$ cat config.mk
export PLATFORM = sky130hd
export DESIGN_NAME = dvfs_sequencer
export DESIGN_NICKNAME = d
export VERILOG_FILES = /design/src/rtl/dvfs_seq_pkg.sv /design/src/rtl/dvfs_rst_sync.sv /design/src/rtl/dvfs_level_table.sv /design/src/rtl/dvfs_settle_timer.sv /design/src/rtl/dvfs_sequencer.sv
export SDC_FILE = /design/constraint.sdc
export NUM_CORES = 1
export LEC_CHECK = 0
export BUFFER_PORTS_ARGS = -buffer_cell sky130_fd_sc_hd__buf_4
export CELL_PAD_IN_SITES_DETAIL_PLACEMENT = 0
export CELL_PAD_IN_SITES_GLOBAL_PLACEMENT = 1
export CORE_UTILIZATION = 56
export DETAILED_ROUTE_END_ITERATION = 16
export PLACE_DENSITY = 0.86
export SYNTH_ARGS = -nofsm -noshare
export SYNTH_HDL_FRONTEND = slang
export SYNTH_HIERARCHICAL = 1
export SYNTH_SLANG_ARGS = --single-unit
$ cat constraint.sdc
create_clock -name clk -period 8.8 [get_ports clk]
set_clock_uncertainty 0.1 [all_clocks]
set_input_delay 0.88 -clock clk [delete_from_list [all_inputs] [get_ports clk]]
set_output_delay 0.88 -clock clk [all_outputs]
set_load 0.05 [all_outputs]
$ cat src/rtl/dvfs_seq_pkg.sv
package dvfs_seq_pkg;

  typedef enum logic [2:0] {
    ST_IDLE     = 3'd0,
    ST_VUP_REQ  = 3'd1,
    ST_VUP_WAIT = 3'd2,
    ST_F_SET    = 3'd3,
    ST_PLL_WAIT = 3'd4,
    ST_VDN_REQ  = 3'd5,
    ST_VDN_WAIT = 3'd6,
    ST_DONE     = 3'd7
  } seq_state_e;

endpackage

$ cat src/rtl/dvfs_rst_sync.sv
module dvfs_rst_sync #(
  parameter int STAGES = 2
) (
  input  logic clk,
  input  logic rst_n,
  output logic rst_sync_n
);
  logic [STAGES-1:0] sync_q;

  always_ff @(posedge clk or negedge rst_n) begin
    if (!rst_n) sync_q <= '0;
    else        sync_q <= {sync_q[STAGES-2:0], 1'b1};
  end

  assign rst_sync_n = sync_q[STAGES-1];
endmodule

$ cat src/rtl/dvfs_level_table.sv
module dvfs_level_table #(
  parameter int LEVELS    = 8,
  parameter int VCODE_W   = 8,
  parameter int DIV_W     = 4,
  parameter int MULT_W    = 6,
  parameter int RST_VCODE = 64,
  parameter int RST_DIV   = 1,
  parameter int RST_MULT  = 10,
  localparam int LVL_W    = $clog2(LEVELS)
) (
  input  logic               clk,
  input  logic               rst_n,
  input  logic               we,
  input  logic [LVL_W-1:0]   waddr,
  input  logic [VCODE_W-1:0] wvcode,
  input  logic [DIV_W-1:0]   wdiv,
  input  logic [MULT_W-1:0]  wmult,
  input  logic [LVL_W-1:0]   raddr,
  output logic [VCODE_W-1:0] rvcode,
  output logic [DIV_W-1:0]   rdiv,
  output logic [MULT_W-1:0]  rmult
);
  logic [VCODE_W-1:0] vcode_q [LEVELS];
  logic [DIV_W-1:0]   div_q   [LEVELS];
  logic [MULT_W-1:0]  mult_q  [LEVELS];

  for (genvar g = 0; g < LEVELS; g++) begin : g_entry
    logic hit;
    assign hit = we && (waddr == LVL_W'(g));
    always_ff @(posedge clk or negedge rst_n) begin
      if (!rst_n) begin
        vcode_q[g] <= VCODE_W'(RST_VCODE);
        div_q[g]   <= DIV_W'(RST_DIV);
        mult_q[g]  <= MULT_W'(RST_MULT);
      end else if (hit) begin
        vcode_q[g] <= wvcode;
        div_q[g]   <= wdiv;
        mult_q[g]  <= wmult;
      end
    end
  end

  assign rvcode = vcode_q[raddr];
  assign rdiv   = div_q[raddr];
  assign rmult  = mult_q[raddr];

  // a write is visible in the addressed entry on the next cycle
  p_write_lands_r11: assert property (@(posedge clk) disable iff (!rst_n)
    we |=> (vcode_q[$past(waddr)] == $past(wvcode) &&
            div_q[$past(waddr)] == $past(wdiv) &&
            mult_q[$past(waddr)] == $past(wmult)));
endmodule

$ cat src/rtl/dvfs_settle_timer.sv
module dvfs_settle_timer #(
  parameter int TMO_W = 8
) (
  input  logic             clk,
  input  logic             rst_n,
  input  logic             clr,
  input  logic             run,
  input  logic [TMO_W-1:0] limit,
  output logic             expired
);
  logic [TMO_W-1:0] cnt_q, cnt_d;
  logic             cnt_en;

  assign cnt_en = clr || run;
  assign cnt_d  = clr ? '0 : cnt_q + 1'b1;

  always_ff @(posedge clk or negedge rst_n) begin
    if (!rst_n)      cnt_q <= '0;
    else if (cnt_en) cnt_q <= cnt_d;
  end

  assign expired = run && (cnt_q == limit);

  // a wait that starts right after a clear reaches the limit index only after limit cycles
  p_first_wait_zero_r6: assert property (@(posedge clk) disable iff (!rst_n)
    (clr ##1 run) |-> (expired == (limit == '0)));
endmodule

$ cat src/rtl/dvfs_sequencer.sv
module dvfs_sequencer
  import dvfs_seq_pkg::*;
#(
  parameter int LEVELS    = 8,
  parameter int VCODE_W   = 8,
  parameter int DIV_W     = 4,
  parameter int MULT_W    = 6,
  parameter int TMO_W     = 8,
  parameter int RST_VCODE = 64,
  parameter int RST_DIV   = 1,
  parameter int RST_MULT  = 10,
  localparam int LVL_W    = $clog2(LEVELS)
) (
  input  logic               clk,
  input  logic               rst_n,
  input  logic               tbl_we_i,
  input  logic [LVL_W-1:0]   tbl_addr_i,
  input  logic [VCODE_W-1:0] tbl_vcode_i,
  input  logic [DIV_W-1:0]   tbl_div_i,
  input  logic [MULT_W-1:0]  tbl_mult_i,
  input  logic [TMO_W-1:0]   settle_limit_i,
  input  logic               req_valid_i,
  output logic               req_ready_o,
  input  logic [LVL_W-1:0]   req_level_i,
  output logic [VCODE_W-1:0] vreg_code_o,
  input  logic               vreg_settled_i,
  output logic [DIV_W-1:0]   clk_div_o,
  output logic [MULT_W-1:0]  pll_mult_o,
  input  logic               pll_lock_i,
  output logic               busy_o,
  output logic               done_o,
  output logic               timeout_err_o
);
  logic rst_sync_n;

  dvfs_rst_sync #(.STAGES(2)) u_rst_sync (
    .clk(clk), .rst_n(rst_n), .rst_sync_n(rst_sync_n));

  logic [VCODE_W-1:0] rd_vcode;
  logic [DIV_W-1:0]   rd_div;
  logic [MULT_W-1:0]  rd_mult;

  dvfs_level_table #(
    .LEVELS(LEVELS), .VCODE_W(VCODE_W), .DIV_W(DIV_W), .MULT_W(MULT_W),
    .RST_VCODE(RST_VCODE), .RST_DIV(RST_DIV), .RST_MULT(RST_MULT)
  ) u_table (
    .clk(clk), .rst_n(rst_sync_n),
    .we(tbl_we_i), .waddr(tbl_addr_i),
    .wvcode(tbl_vcode_i), .wdiv(tbl_div_i), .wmult(tbl_mult_i),
    .raddr(req_level_i),
    .rvcode(rd_vcode), .rdiv(rd_div), .rmult(rd_mult));

  seq_state_e         state_q, state_d;
  logic [LVL_W-1:0]   cur_lvl_q, tgt_lvl_q;
  logic [VCODE_W-1:0] tgt_v_q, vcode_q;
  logic [DIV_W-1:0]   tgt_d_q, div_q;
  logic [MULT_W-1:0]  tgt_m_q, mult_q;
  logic               up_q, err_q;

  logic tmr_clr, tmr_run, tmr_expired;
  logic accept, load_v, load_f, err_set, in_wait, wait_end, pll_change;

  assign in_wait    = (state_q == ST_VUP_WAIT) || (state_q == ST_VDN_WAIT);
  assign tmr_clr    = (state_q == ST_VUP_REQ) || (state_q == ST_VDN_REQ);
  assign tmr_run    = in_wait;
  assign wait_end   = vreg_settled_i || tmr_expired;
  assign accept     = (state_q == ST_IDLE) && req_valid_i;
  assign load_v     = tmr_clr;
  assign load_f     = (state_q == ST_F_SET);
  assign err_set    = in_wait && !vreg_settled_i && tmr_expired;
  assign pll_change = (tgt_m_q != mult_q);

  dvfs_settle_timer #(.TMO_W(TMO_W)) u_timer (
    .clk(clk), .rst_n(rst_sync_n), .clr(tmr_clr), .run(tmr_run),
    .limit(settle_limit_i), .expired(tmr_expired));

  // next state
  always_comb begin
    state_d = state_q;
    unique case (state_q)
      ST_IDLE: if (req_valid_i) begin
        if (req_level_i == cur_lvl_q)     state_d = ST_DONE;
        else if (req_level_i > cur_lvl_q) state_d = ST_VUP_REQ;
        else                              state_d = ST_F_SET;
      end
      ST_VUP_REQ:  state_d = ST_VUP_WAIT;
      ST_VUP_WAIT: if (vreg_settled_i)   state_d = ST_F_SET;
                   else if (tmr_expired) state_d = ST_DONE;
      ST_F_SET:    if (pll_change) state_d = ST_PLL_WAIT;
                   else            state_d = up_q ? ST_DONE : ST_VDN_REQ;
      ST_PLL_WAIT: if (pll_lock_i) state_d = up_q ? ST_DONE : ST_VDN_REQ;
      ST_VDN_REQ:  state_d = ST_VDN_WAIT;
      ST_VDN_WAIT: if (wait_end) state_d = ST_DONE;
      ST_DONE:     state_d = ST_IDLE;
      default:     state_d = ST_IDLE;
    endcase
  end

  always_ff @(posedge clk or negedge rst_sync_n) begin
    if (!rst_sync_n) state_q <= ST_DONE;
    else             state_q <= state_d;
  end

  // captured target entry
  always_ff @(posedge clk or negedge rst_sync_n) begin
    if (!rst_sync_n) begin
      tgt_lvl_q <= '0;
      tgt_v_q   <= VCODE_W'(RST_VCODE);
      tgt_d_q   <= DIV_W'(RST_DIV);
      tgt_m_q   <= MULT_W'(RST_MULT);
      up_q      <= 1'b0;
    end else if (accept) begin
      tgt_lvl_q <= req_level_i;
      tgt_v_q   <= rd_vcode;
      tgt_d_q   <= rd_div;
      tgt_m_q   <= rd_mult;
      up_q      <= (req_level_i > cur_lvl_q);
    end
  end

  // supply request
  always_ff @(posedge clk or negedge rst_sync_n) begin
    if (!rst_sync_n)  vcode_q <= VCODE_W'(RST_VCODE);
    else if (load_v)  vcode_q <= tgt_v_q;
  end

  // clock settings and the level the clock now reflects
  always_ff @(posedge clk or negedge rst_sync_n) begin
    if (!rst_sync_n) begin
      div_q     <= DIV_W'(RST_DIV);
      mult_q    <= MULT_W'(RST_MULT);
      cur_lvl_q <= '0;
    end else if (load_f) begin
      div_q     <= tgt_d_q;
      mult_q    <= tgt_m_q;
      cur_lvl_q <= tgt_lvl_q;
    end
  end

  always_ff @(posedge clk or negedge rst_sync_n) begin
    if (!rst_sync_n)   err_q <= 1'b0;
    else if (accept)   err_q <= 1'b0;
    else if (err_set)  err_q <= 1'b1;
  end

  assign req_ready_o   = (state_q == ST_IDLE);
  assign busy_o        = (state_q != ST_IDLE) && (state_q != ST_DONE);
  assign done_o        = (state_q == ST_DONE);
  assign vreg_code_o   = vcode_q;
  assign clk_div_o     = div_q;
  assign pll_mult_o    = mult_q;
  assign timeout_err_o = err_q;

  p_split_change_r1: assert property (@(posedge clk) disable iff (!rst_sync_n)
    !(!$stable(vcode_q) && (!$stable(div_q) || !$stable(mult_q))));

  p_up_settled_first_r2: assert property (@(posedge clk) disable iff (!rst_sync_n)
    (state_q == ST_F_SET && up_q) |-> $past(vreg_settled_i));

  p_down_clock_first_r3: assert property (@(posedge clk) disable iff (!rst_sync_n)
    (state_q == ST_VDN_REQ) |-> (div_q == tgt_d_q && mult_q == tgt_m_q));

  p_lock_hold_r5: assert property (@(posedge clk) disable iff (!rst_sync_n)
    (state_q == ST_PLL_WAIT && !pll_lock_i) |=> (state_q == ST_PLL_WAIT));

  p_timeout_flag_r7: assert property (@(posedge clk) disable iff (!rst_sync_n)
    $rose(err_q) |-> $past(tmr_expired && !vreg_settled_i));

  p_ready_idle_r8: assert property (@(posedge clk) disable iff (!rst_sync_n)
    req_ready_o |-> !busy_o && !done_o);

  p_done_pulse_r12: assert property (@(posedge clk) disable iff (!rst_sync_n)
    done_o |=> !done_o);
endmodule

==> impl_metrics.env, run 1 <==
export IMPL_clk_pin_slew_ns=0.06
export IMPL_seq_area_frac_synth_pct=55.3
export IMPL_clock_latency_ns=0.49
export IMPL_antenna_left=0
export IMPL_wl_per_cell_um=21.2
export IMPL_r2r_start="u_rst_sync/sync_q[1]"
export IMPL_path_cells="buf_4, buf_4"
export IMPL_routabilityCongestion=0.749
export IMPL_postSynthAreaPerCell_um2=16.1
export IMPL_end_kind="async pin"
export IMPL_p_leak_nw=4.40
export IMPL_setup_violations_final=0
export IMPL_syn_inst=572
export IMPL_track_usage_pct=22.9
export IMPL_drv_cap=0
export IMPL_synth_cell_type_count=50
export IMPL_pwr_share_seq_pct=45.8
export IMPL_boundaryPins=60
export IMPL_period_share_pct=30.8
export IMPL_netSwitchingFraction_pct=29.6
export IMPL_endpoint="u_table/div_q[1]"
export IMPL_drc=0
export IMPL_drt_total_wl_um=18100
export IMPL_start_util_pct=57.6
export IMPL_stdcell_count=855
export IMPL_num_vias=5024
export IMPL_drv_slew=0
export IMPL_post_cts_resized=0
export IMPL_crit_start="u_rst_sync/sync_q[1]"
export IMPL_synth_nets=614
export IMPL_syn2layout_area_growth_pct=12.9
export IMPL_drive_gt1_share_pct=61.2
export IMPL_max_freq_mhz=369
export IMPL_chipHeight_um=130
export IMPL_port_buffers=59
export IMPL_synth_edf_count=0
export IMPL_intPower_mw=2.15
export IMPL_antenna_cells=0
export IMPL_grt_max_degree=77
export IMPL_root_buffer="clkbuf_16"
export IMPL_relSlewSlack_pct=34.6
export IMPL_cts_buffer_depth=3
export IMPL_cts_max_level=1
export IMPL_r2r_setup_slack_ns=6.09
export IMPL_clock_power_share_pct=27.3
export IMPL_final_common_cell="mux2_2"
export IMPL_powerDensity_mw_per_mm2=295
export IMPL_p_sw_mw=0.906
export IMPL_critPathMostFrequentCell="buf_4"
export IMPL_layout_common_cells="194 x mux2_2, 157 x dfrtp_1, 63 x buf_4"
export IMPL_status="finished clean"
export IMPL_hold_viol_final=0
export IMPL_drt_iter0_drc=317
export IMPL_cts_tree="done"
export IMPL_worstReg2RegEnd="u_table/div_q[1]"
export IMPL_postCtsHoldBufs=0
export IMPL_crit_fanout=76
export IMPL_dp_cells=818
export IMPL_post_cts_setup_buffers=0
export IMPL_final_fill_count=1145
export IMPL_tightestPinTransition_ns=0.977
export IMPL_synthFlopType="dfrtp_1"
export IMPL_num_rows=46
export IMPL_arrival_ns=3.10
export IMPL_core_mm2=0.0159
export IMPL_die_area_mm2=0.0169
export IMPL_fin_nets=667
export IMPL_slowest_delay_ns=0.85
export IMPL_reg2regPathDepth=2
export IMPL_crit_type="reg2async"
export IMPL_crit_required_ns=9.19
export IMPL_grt_pass1_wl_um=29000
export IMPL_grt_pass1_vias=5408
export IMPL_ir_drop_mv=0.154
export IMPL_fp_dieW_um=130
export IMPL_synth_async_reset_ratio_pct=100
export IMPL_via_per_inst=5.88
export IMPL_synth_cell_area_mm2=0.00919
export IMPL_gr_total_overflow=0
export IMPL_antenna_found_initial=0
export IMPL_ys_ff_latch=201
export IMPL_post_dp_hpwl_um=10800
export IMPL_period_minus_slack_ns=2.71
export IMPL_drt_pass1_iterations=4
export IMPL_fin_setup_tns_ns=0
export IMPL_start_kind="flop"
export IMPL_min_path_type="in2async"
export IMPL_combPwrFrac_pct=26.9
export IMPL_rsz0062_at_grt="false"
export IMPL_yosysWarnings=6
export IMPL_cts_made_buffers=21
export IMPL_slowest_stage="buf_4"
export IMPL_clock_sinks=201
==> routing by layer <==
layer	GRT usage [%]	up-vias	part of all wire [%]
li1	-	2218	-
met1	31.5	2691	45
met2	37.8	90	49
met3	3.90	25	4.3
met4	6.36	0	1.7
met5	0	-	0
==> through the flow <==
step           setup WS [ns]  cell area [um2]  hold slack, ns  utilization, %  power (mW)
4_1_cts                 5.95            10400          0.0553            65.0        3.09
2_1_floorplan           2.76             9190           0.231               -        2.02
6_report                6.09            10400          0.0653            65.0        3.06
5_1_grt                 5.65            10400          0.0546            65.0        3.21
3_3_place_gp            5.93             9710           0.238            60.9        2.19
3_5_place_dp            5.90             9710           0.240            60.9        2.24
==> power by group through the flow <==
| stage | Clock, mW | Sequential (mW) | Combinational [mW] |
|---|---|---|---|
| 6_report | 0.834 | 1.40 | 0.823 |
| 5_1_grt | 0.893 | 1.43 | 0.884 |
| 4_1_cts | 0.857 | 1.40 | 0.833 |
| 3_5_place_dp | 0 | 1.41 | 0.829 |
| 3_3_place_gp | 0 | 1.39 | 0.801 |
| 2_1_floorplan | 0 | 1.48 | 0.539 |
==> worst max-delay path: cells and delay by family (launching register included) <==
kind     cells  cell delay, ns
buf+inv      2            1.69
flops        1            0.84
==> Yosys cell counts, types with 3 or more instances <==
cell type | instances | share of area, %
buf_2 | 14 | 0.76
nand4_1 | 4 | 0.27
o21ai_0 | 6 | 0.33
o21a_1 | 3 | 0.25
xnor2_1 | 13 | 1.2
nor2_1 | 8 | 0.33
xor2_1 | 5 | 0.48
and4bb_2 | 3 | 0.41
inv_1 | 7 | 0.29
dfstp_2 | 43 | 12
a21oi_1 | 3 | 0.16
clkbuf_1 | 3 | 0.12
dfrtp_1 | 158 | 43
mux2_2 | 194 | 24
mux4_2 | 36 | 8.8
nand4b_2 | 3 | 0.49
buf_6 | 7 | 0.86
buf_4 | 6 | 0.49
nand2b_1 | 3 | 0.20
nand2_1 | 7 | 0.29
mux2_4 | 10 | 1.6
ha_1 | 4 | 0.54
==> cells by family (layout without fill, tap and decap cells) <==
logic type	count (synthesis)	count (layout)	share of synthesized area, %
AO/OA/AOI/OAI	21	21	1.54
other	1	1	0.0408
flip-flops	201	201	55.3
adder cells (fa/ha/maj)	4	4	0.545
multiplexers	241	241	34.3
AND/OR/NAND/NOR	46	46	3.70
buffers and inverters	40	107	2.78
XOR/XNOR	18	18	1.72
==> flip-flops by register name (all words and copies together) (netlist names), 2 cells and up <==
name,flops
clk_div_o,4
cur_lvl_q,3
pll_mult_o,6
state_q,3
tgt_d_q,4
tgt_lvl_q,3
tgt_m_q,6
tgt_v_q,8
u_rst_sync/sync_q,2
u_table/div_q,32
u_table/mult_q,48
u_table/vcode_q,64
u_timer/cnt_q,8
vreg_code_o,8
==> area by class of cell <==
class / instances / area (um2) / share of cell area (%)
inverter: 7 / 26.3 / 0.253
timing repair buffer: 63 / 473 / 4.56
tap: 216 / 270 / 2.61
clock inverter: 2 / 8.76 / 0.0845
clock buffer: 35 / 648 / 6.25
sequential: 201 / 5090 / 49.1
multi-input combinational: 331 / 3850 / 37.2
==> worst min-delay path by stage <==
stage	from	end	slack, ns	cells after the start
finish	rst_n	u_rst_sync/sync_q[1]	0.07	1
global route	rst_n	u_rst_sync/sync_q[1]	0.05	1
CTS	rst_n	u_rst_sync/sync_q[1]	0.06	1
detailed placement	u_rst_sync/sync_q[0]	u_rst_sync/sync_q[1]	0.24	0
global placement	u_rst_sync/sync_q[0]	u_rst_sync/sync_q[1]	0.24	0
floorplan	u_rst_sync/sync_q[0]	u_rst_sync/sync_q[1]	0.23	0
Note: power is estimated with default switching activity, not from simulation.
==> run 2, diff against run 1 <==
--- a/config.mk
+++ b/config.mk
@@ -8,9 +8,9 @@
 export BUFFER_PORTS_ARGS = -buffer_cell sky130_fd_sc_hd__buf_4
 export CELL_PAD_IN_SITES_DETAIL_PLACEMENT = 0
 export CELL_PAD_IN_SITES_GLOBAL_PLACEMENT = 1
-export CORE_UTILIZATION = 56
+export CORE_UTILIZATION = 47
 export DETAILED_ROUTE_END_ITERATION = 16
-export PLACE_DENSITY = 0.86
+export PLACE_DENSITY = 0.77
 export SYNTH_ARGS = -nofsm -noshare
 export SYNTH_HDL_FRONTEND = slang
 export SYNTH_HIERARCHICAL = 1
==> constraint.sdc (replaced) <==
create_clock -name clk -period 2.25 [get_ports clk]
set_clock_uncertainty 0.1 [all_clocks]
set_input_delay 0.225 -clock clk [delete_from_list [all_inputs] [get_ports clk]]
set_output_delay 0.225 -clock clk [all_outputs]
set_load 0.05 [all_outputs]
==> run 2 against run 1 <==
  * Power grew to 4.0 times the previous value
  * Sequential power rose to 3.9 times the previous value
  * Sequential share of layout area fell by 2.3 points
  * Clock-buffer cell count rose by 1
  * Clock power rose to 4.2 times the previous value
  * Combinational power increased to 4.0 times the previous value
  * Register-to-register slack worse by 5.9 ns
  * Via count grew 1.3%
  * Non-clock buffer count increased by 34
  * Utilization decreased by 7.7 points
  * Final cell count grew 9.6%
  * Wire length is 1.1% higher
  * Highest routed layer unchanged
==> impl_metrics.env, run 2 (same netlist as run 1, synthesis figures left out) <==
export IMPL_clock_latency_ns=0.50
export IMPL_cts_max_level=1
export IMPL_min_path_type="in2reg"
export IMPL_clock_power_share_pct=28.3
export IMPL_largestRegisters="u_table/vcode_q: 64 flops, u_table/mult_q: 48 flops, u_table/div_q: 32 flops"
export IMPL_syn2layout_area_growth_pct=18.3
export IMPL_dpl_instance_area_mm2=0.00996
export IMPL_holdPathStages=4
export IMPL_drv_cap=0
export IMPL_min_from="req_valid_i"
export IMPL_die_area_mm2=0.0201
export IMPL_cts_made_buffers=23
export IMPL_status="finished clean"
export IMPL_final_common_cell="mux2_2"
export IMPL_cts_tree="done"
export IMPL_r2r_setup_slack_ns=0.23
export IMPL_boundaryPins=60
export IMPL_whs_ns=0.122
export IMPL_combPwrFrac_pct=27.0
export IMPL_core_mm2=0.0190
export IMPL_grt_max_degree=125
export IMPL_netSwitchingFraction_pct=29.4
export IMPL_drt_pass1_iterations=4
export IMPL_reg2regPathDepth=4
export IMPL_dp_cells=875
export IMPL_hold_viol_final=0
export IMPL_p_leak_nw=4.60
export IMPL_fin_util_pct=57.4
export IMPL_rsz0062_at_grt="false"
export IMPL_antenna_found_initial=1
export IMPL_stdcell_area_mm2=0.0109
export IMPL_crit_type="reg2reg"
export IMPL_end_kind="flop"
export IMPL_intPower_mw=8.65
export IMPL_holdPathEnd="state_q[1]"
export IMPL_crit_fanout=14
export IMPL_antenna_left=0
export IMPL_num_vias=5091
export IMPL_post_cts_resized=0
export IMPL_port_buffers=59
export IMPL_largest_reg_flops=64
export IMPL_fin_nets=703
export IMPL_relSlewSlack_pct=42.5
export IMPL_largest_register="u_table/vcode_q"
export IMPL_drc=0
export IMPL_layout_common_cells="194 x mux2_2, 157 x dfrtp_1, 69 x buf_4"
export IMPL_root_buffer="clkbuf_16"
export IMPL_pwr_share_seq_pct=44.6
export IMPL_period_share_pct=90.0
export IMPL_fin_setup_tns_ns=0
export IMPL_max_freq_mhz=494
export IMPL_start_util_pct=48.5
export IMPL_ir_drop_mv=0.520
export IMPL_crit_required_ns=2.57
export IMPL_track_usage_pct=19.5
export IMPL_clock_sinks=201
export IMPL_stdcell_count=937
export IMPL_grt_pass1_vias=5511
export IMPL_via_per_inst=5.43
export IMPL_gr_total_overflow=0
export IMPL_tightestPinTransition_ns=0.859
export IMPL_num_rows=50
export IMPL_fp_dieW_um=142
export IMPL_drt_total_wl_um=18300
export IMPL_powerDensity_mw_per_mm2=1130
export IMPL_drv_slew=0
export IMPL_grt_pass1_wl_um=30100
export IMPL_finalPower_mw=12.2
export IMPL_start_kind="flop"
export IMPL_routabilityCongestion=0.738
export IMPL_p_sw_mw=3.59
export IMPL_clk_pin_slew_ns=0.06
export IMPL_setup_violations_final=0
export IMPL_cts_buffer_depth=3
export IMPL_arrival_ns=2.34
export IMPL_drt_iter0_drc=216
export IMPL_chipHeight_um=142
export IMPL_worst_slack_ns=0.225
export IMPL_drive_gt1_share_pct=60.1
export IMPL_wl_per_cell_um=19.5
export IMPL_worstReg2RegEnd="state_q[1]"
export IMPL_post_dp_hpwl_um=11200
export IMPL_r2r_start="state_q[0]"
export IMPL_pre_cts_ws_ns=0.204
export IMPL_period_minus_slack_ns=2.02
[run 2: cell types whose count changed in the layout (fill, tap and decap cells not counted), moves of 2 or more]
cell	before	now
buf_12	0	7
buf_4	63	69
clkbuf_1	7	10
clkbuf_16	21	23
clkbuf_8	7	3
dlygate4sd3_1	0	21
[run 2: per-layer routing]
| metal | routed length (um) | track usage (%) | vias to the layer above | share of wire [%] |
|---|---|---|---|---|
| met5 | 0 | 0 | - | 0 |
| met4 | 310 | 3.79 | 0 | 1.7 |
| met3 | 626 | 3.07 | 22 | 3.4 |
| met2 | 8970 | 33.2 | 81 | 49 |
| met1 | 8410 | 26.8 | 2692 | 46 |
| li1 | - | - | 2296 | - |
[run 2: how the worst max path moves through the flow]
stage / from / to / slack [ns] / depth (start not counted)
3_3_place_gp: state_q[0] / state_q[1] / 0.25 / 4
6_report: state_q[0] / state_q[1] / 0.23 / 4
3_5_place_dp: state_q[0] / state_q[1] / 0.20 / 4
4_1_cts: state_q[0] / state_q[1] / 0.20 / 4
2_1_floorplan: u_rst_sync/sync_q[1] / clk_div_o[1] / 0.12 / 0
5_1_grt: state_q[0] / state_q[1] / 0.15 / 4
[run 2: power by group through the flow]
stage | Combinational [mW] | Sequential [mW] | Clock, mW
4_1_cts | 3.35 | 5.48 | 3.57
6_report | 3.31 | 5.46 | 3.47
3_3_place_gp | 3.22 | 5.48 | 0
5_1_grt | 3.58 | 5.61 | 3.72
3_5_place_dp | 3.31 | 5.53 | 0
2_1_floorplan | 2.11 | 5.79 | 0
[run 2: cell type report]
class / count / area, um2
Clock buffer: 36 / 654
Antenna cell: 1 / 2.50
Fill cell: 1497 / 8080
Clock inverter: 4 / 48.8
Sequential cell: 201 / 5090
Timing Repair Buffer: 97 / 868
Inverter: 7 / 26.3
Multi-Input combinational cell: 331 / 3860
Tap cell: 260 / 325
[run 2: critical path, stage by stage (launching register included)]
cell      delay [ns]
dfstp_2         0.66
and2_4          0.22
nand2b_4        0.15
or4_4           0.59
a211oi_2        0.23
[run 2: what timing repair did]
action,CTS,global route
hold buffers,21,0
buffers inserted,0,0
hold endpoints to repair,147,0
